$ cat src/rtl/bcd_digit_adder_pkg.sv
// Shared constants and types for the dual-mode digit adder.
// Assumes one decimal digit fits in DIGIT_W bits (DIGIT_W >= 4).
package bcd_digit_adder_pkg;
    localparam int DIGIT_W = 4;
    localparam int RADIX   = 10;
    localparam int SPAN    = 1 << DIGIT_W;
    localparam logic [DIGIT_W-1:0] FIX_ADD = DIGIT_W'(SPAN - RADIX);
    typedef logic [DIGIT_W-1:0] digit_t;
endpackage

$ cat src/rtl/bcd_digit_adder_slice.sv
// One-bit full adder cell, used for every position of the ripple chain.
// Assumes nothing beyond single-bit inputs.
module bcd_digit_adder_slice (
    input  logic a_i,
    input  logic b_i,
    input  logic c_i,
    output logic s_o,
    output logic c_o
);
    // Sum and carry of three bits.
    always_comb begin
        s_o = a_i ^ b_i ^ c_i;
        c_o = (a_i & b_i) | (c_i & (a_i ^ b_i));
    end
endmodule

$ cat src/rtl/bcd_digit_adder_ripple.sv
// W-bit ripple adder built by repeating the full-adder slice.
// Assumes W >= 1; carry ripples from bit 0 upward.
module bcd_digit_adder_ripple #(
    parameter int W = 4
) (
    input  logic [W-1:0] x_i,
    input  logic [W-1:0] y_i,
    input  logic         cin_i,
    output logic [W-1:0] sum_o,
    output logic         cout_o
);
    logic [W:0] chain;

    // Seed the carry chain and expose its top.
    always_comb begin
        chain[0] = cin_i;
        cout_o   = chain[W];
    end

    genvar i;
    generate
        for (i = 0; i < W; i++) begin : g_bit
            bcd_digit_adder_slice u_cell (
                .a_i (x_i[i]),
                .b_i (y_i[i]),
                .c_i (chain[i]),
                .s_o (sum_o[i]),
                .c_o (chain[i+1])
            );
        end
    endgenerate
endmodule

$ cat src/rtl/bcd_digit_adder_fix.sv
// Decimal correction stage: spots raw results above nine and, in decimal
// mode only, adds the radix gap (six) modulo 2**W. The carry out of the top
// bit of that add is never formed. Assumes the raw input is a W+1-bit sum.
module bcd_digit_adder_fix
    import bcd_digit_adder_pkg::*;
(
    input  digit_t raw_sum_i,
    input  logic   raw_cy_i,
    input  logic   dec_en_i,
    output digit_t sum_o,
    output logic   cy_o
);
    logic   over_nine;
    digit_t addend;
    logic [DIGIT_W-1:0] cc;

    // Detect raw values of ten or more (carry, or 1x1x / 11xx pattern).
    always_comb begin
        over_nine = raw_cy_i
                  | (raw_sum_i[DIGIT_W-1] & raw_sum_i[DIGIT_W-2])
                  | (raw_sum_i[DIGIT_W-1] & raw_sum_i[DIGIT_W-3]);
        addend    = (dec_en_i && over_nine) ? FIX_ADD : '0;
        cy_o      = dec_en_i ? over_nine : raw_cy_i;
        cc[0]     = 1'b0;
    end

    genvar k;
    generate
        for (k = 0; k < DIGIT_W; k++) begin : g_fix
            // Sum bit of the correction add at position k.
            always_comb sum_o[k] = raw_sum_i[k] ^ addend[k] ^ cc[k];
            if (k < DIGIT_W - 1) begin : g_carry
                // Carry into the next position; none leaves the top bit.
                always_comb cc[k+1] = (raw_sum_i[k] & addend[k])
                                    | (cc[k] & (raw_sum_i[k] ^ addend[k]));
            end
        end
    endgenerate
endmodule

$ cat src/rtl/bcd_digit_adder.sv
// Top: one ripple adder shared by binary and decimal modes, followed by the
// mode-gated decimal correction. Purely combinational; decimal results are
// meaningful only for operand digits 0..9.
module bcd_digit_adder
    import bcd_digit_adder_pkg::*;
(
    input  logic [3:0] op_a,
    input  logic [3:0] op_b,
    input  logic       carry_in,
    input  logic       mode_bcd,
    output logic [3:0] sum_out,
    output logic       carry_out
);
    digit_t raw_sum;
    logic   raw_cy;

    bcd_digit_adder_ripple #(.W(DIGIT_W)) u_add (
        .x_i    (op_a),
        .y_i    (op_b),
        .cin_i  (carry_in),
        .sum_o  (raw_sum),
        .cout_o (raw_cy)
    );

    bcd_digit_adder_fix u_fix (
        .raw_sum_i (raw_sum),
        .raw_cy_i  (raw_cy),
        .dec_en_i  (mode_bcd),
        .sum_o     (sum_out),
        .cy_o      (carry_out)
    );
endmodule

$ cat config.mk
export PLATFORM = sky130hd
export DESIGN_NAME = bcd_digit_adder
export DESIGN_NICKNAME = d
export VERILOG_FILES = /design/src/rtl/bcd_digit_adder_pkg.sv /design/src/rtl/bcd_digit_adder_slice.sv /design/src/rtl/bcd_digit_adder_ripple.sv /design/src/rtl/bcd_digit_adder_fix.sv /design/src/rtl/bcd_digit_adder.sv
export SDC_FILE = /design/constraint.sdc
export NUM_CORES = 1
export LEC_CHECK = 0
export ABC_AREA = 1
export BUFFER_PORTS_ARGS = -buffer_cell sky130_fd_sc_hd__clkbuf_2
export CORE_AREA = 2 2 39 41
export DETAILED_ROUTE_END_ITERATION = 10
export DIE_AREA = 0 0 41 43
export SYNTH_ARGS = -nofsm -noshare
export SYNTH_HDL_FRONTEND = slang
export SYNTH_SLANG_ARGS = --single-unit
$ cat constraint.sdc
create_clock -name vclk -period 3.54
set_input_delay 0 -clock vclk [all_inputs]
set_output_delay 0 -clock vclk [all_outputs]
set_load 0.1 [all_outputs]
==> impl_metrics.py <==
metrics = {
    "final_layout": {
        "seq_cell_count": 0,
        "final_util_pct": 24.0,
        "layout_commonest_cell": "inv_1",
        "nFillCells": 162,
        "drive_gt1_share_pct": 41.5,
        "clkbuf_count": 0,
        "final_cells": 57,
        "nets": 59,
        "mostFrequentLayoutCells": "14 x inv_1, 13 x clkbuf_2, 5 x fa_1",
        "antenna_cells": 0,
        "finalInstanceArea_um2": 332,
        "syn_to_final_growth_pct": 60.6,
        "ff_latch_area_um2": 0,
    },
    "worst_setup_path": {
        "worstPathMaxFanout": 2,
        "start_kind": "primary input",
        "crit_family": "adder cells",
        "cpPeakStageDelay_ns": 0.56,
        "end_kind": "output port",
        "path_common_cell": "fa_1",
        "arrival_ns": 3.10,
        "required_ns": 3.54,
        "cp.buffers_inverters": 4,
        "crit_path_cell_trace": "clkbuf_2 > inv_1 > fa_1 > fa_1 > fa_1 > fa_1 > inv_1 > nand3_2 > nand2_1 > ha_1 > fa_1 > xnor2_2 > buf_12",
        "slowest_stage": "fa_1",
        "critical_path_class": "in -> out",
    },
    "placed_design": {
        "dp_cells": 57,
        "gp_congestion": 0.607,
        "dpl.hpwl_um": 342,
        "place_area_um2": 332,
        "io_buffers": 15,
    },
    "cts": {
        "postCtsHoldBufs": 0,
        "postCtsSetupBuffers": 0,
        "cts_resized": 0,
    },
    "synthesis": {
        "yosys_warnings": 0,
        "ys_types": 7,
        "seq_area_frac_synth_pct": 0,
        "ys_top_cells_by_area": "fa_1 48%, inv_1 25%, nand2_1 7.3%",
        "synth_top_area_cell": "fa_1",
        "syn_area_per_cell_um2": 7.65,
        "synth_nets": 43,
        "synth_area_um2": 206,
        "syn_inst": 27,
        "yosys.area.top_type_share_pct": 48.5,
    },
    "floorplanning": {
        "ios": 15,
        "start_util_pct": 14.9,
        "die-height_um": 43,
        "core_area_mm2": 0.00138,
        "die_area_mm2": 0.00176,
        "rows": 14,
        "die_w_um": 41,
    },
    "global_routing": {
        "antenna_found_initial": 0,
        "grt_pass1_vias": 159,
        "grt_max_degree": 3,
        "grt_use_met2_pct": 8.13,
        "grtUsageMet3_pct": 0,
        "grt.overflow.total": 0,
        "grt_use_met1_pct": 3.90,
        "grt.busiest_layer": "met2",
        "grtUsageTotal_pct": 3.83,
        "grt_pass1_wl_um": 503,
    },
    "sta": {
        "slew_viol_final": 0,
        "final.setup.tns_ns": 0,
        "period_needed_ns": 3.10,
        "period_share_pct": 87.6,
        "setup_viol": 0,
        "max-slew-margin-rel_pct": 64.3,
        "max_freq_mhz": 323,
        "hold_viol_final": 0,
        "worst_pin_slew_ns": 0.538,
        "rsz0062_at_grt": "false",
    },
    "detailed_routing": {
        "drtIter0Drc": 0,
        "drt-vias-per-instance": 3.21,
        "finalWirelength_um": 305,
        "dr.pass1.iters": 1,
        "vias": 183,
        "ant_nets": 0,
        "wl_per_cell_um": 5.35,
        "drc_errors": 0,
    },
    "pwr": {
        "peakVddDrop_mv": 0.212,
        "leakagePower_nw": 0.215,
        "pwr_density_cell_mw_per_mm2": 746,
    },
    "status": {
        "status": "finished clean",
    },
    "job": {
        "cap_violations": 0,
    },
    "min_path": {
        "hold_path.class": "in -> out",
    },
}
[tightest hold or removal path, stage by stage]
cell and delay, ns:
clkbuf_2 0.10, nand3_2 0.07, nand2_1 0.04, clkbuf_2 0.36
[layer usage]
metal | wire length [µm] | up-vias | part of all wire (%)
met3 | 27 | 0 | 8.9
met1 | 91 | 80 | 30
met2 | 186 | 7 | 61
met4 | 0 | 0 | 0
met5 | 0 | - | 0
li1 | - | 96 | -
[worst paths after layout]
path / cells past startpoint / from / endpoint / slack [ns]
setup / recovery: 13 / op_a[0] / sum_out[3] / 0.44
hold / removal: 4 / mode_bcd / carry_out / 0.57
[metrics by stage]
step	total power [mW]	setup slack, ns	hold slack (ns)
after floorplan	0.190	0.0440	0.437
after global placement	0.250	0.424	0.575
after detailed placement	0.250	0.393	0.578
after CTS	0.251	0.392	0.579
after global routing	0.259	0.280	0.602
final	0.247	0.440	0.572
[cells in the mapped netlist (all sizes together)]
library cell   n
xnor2          1
ha             1
buf            1
nand2          4
inv           14
fa             5
nand3          1
[cell families after synthesis]
logic type                 share of synthesized area (%)
and+or+nand+nor                                     12.1
adders and majority gates                           54.5
buffers and inverters                               29.1
xor gates and xnor gates                            4.24
[power by group]
group	leakage, nW	internal [mW]	total [mW]	switching, mW
clock	0	0	0	0
combinational	0.215	0.0734	0.247	0.174
sequential	0	0	0	0
total	0.215	0.0734	0.247	0.174
[cell type report]
| class | count | area, µm² | share of cell area (%) |
|---|---|---|---|
| Multi-Input combinational cell | 12 | 154 | 46.4 |
| Timing Repair Buffer | 15 | 105 | 31.7 |
| Inverter | 14 | 52.6 | 15.8 |
| Tap cell | 16 | 20.0 | 6.04 |
Note: power is estimated with default switching activity, not from simulation.
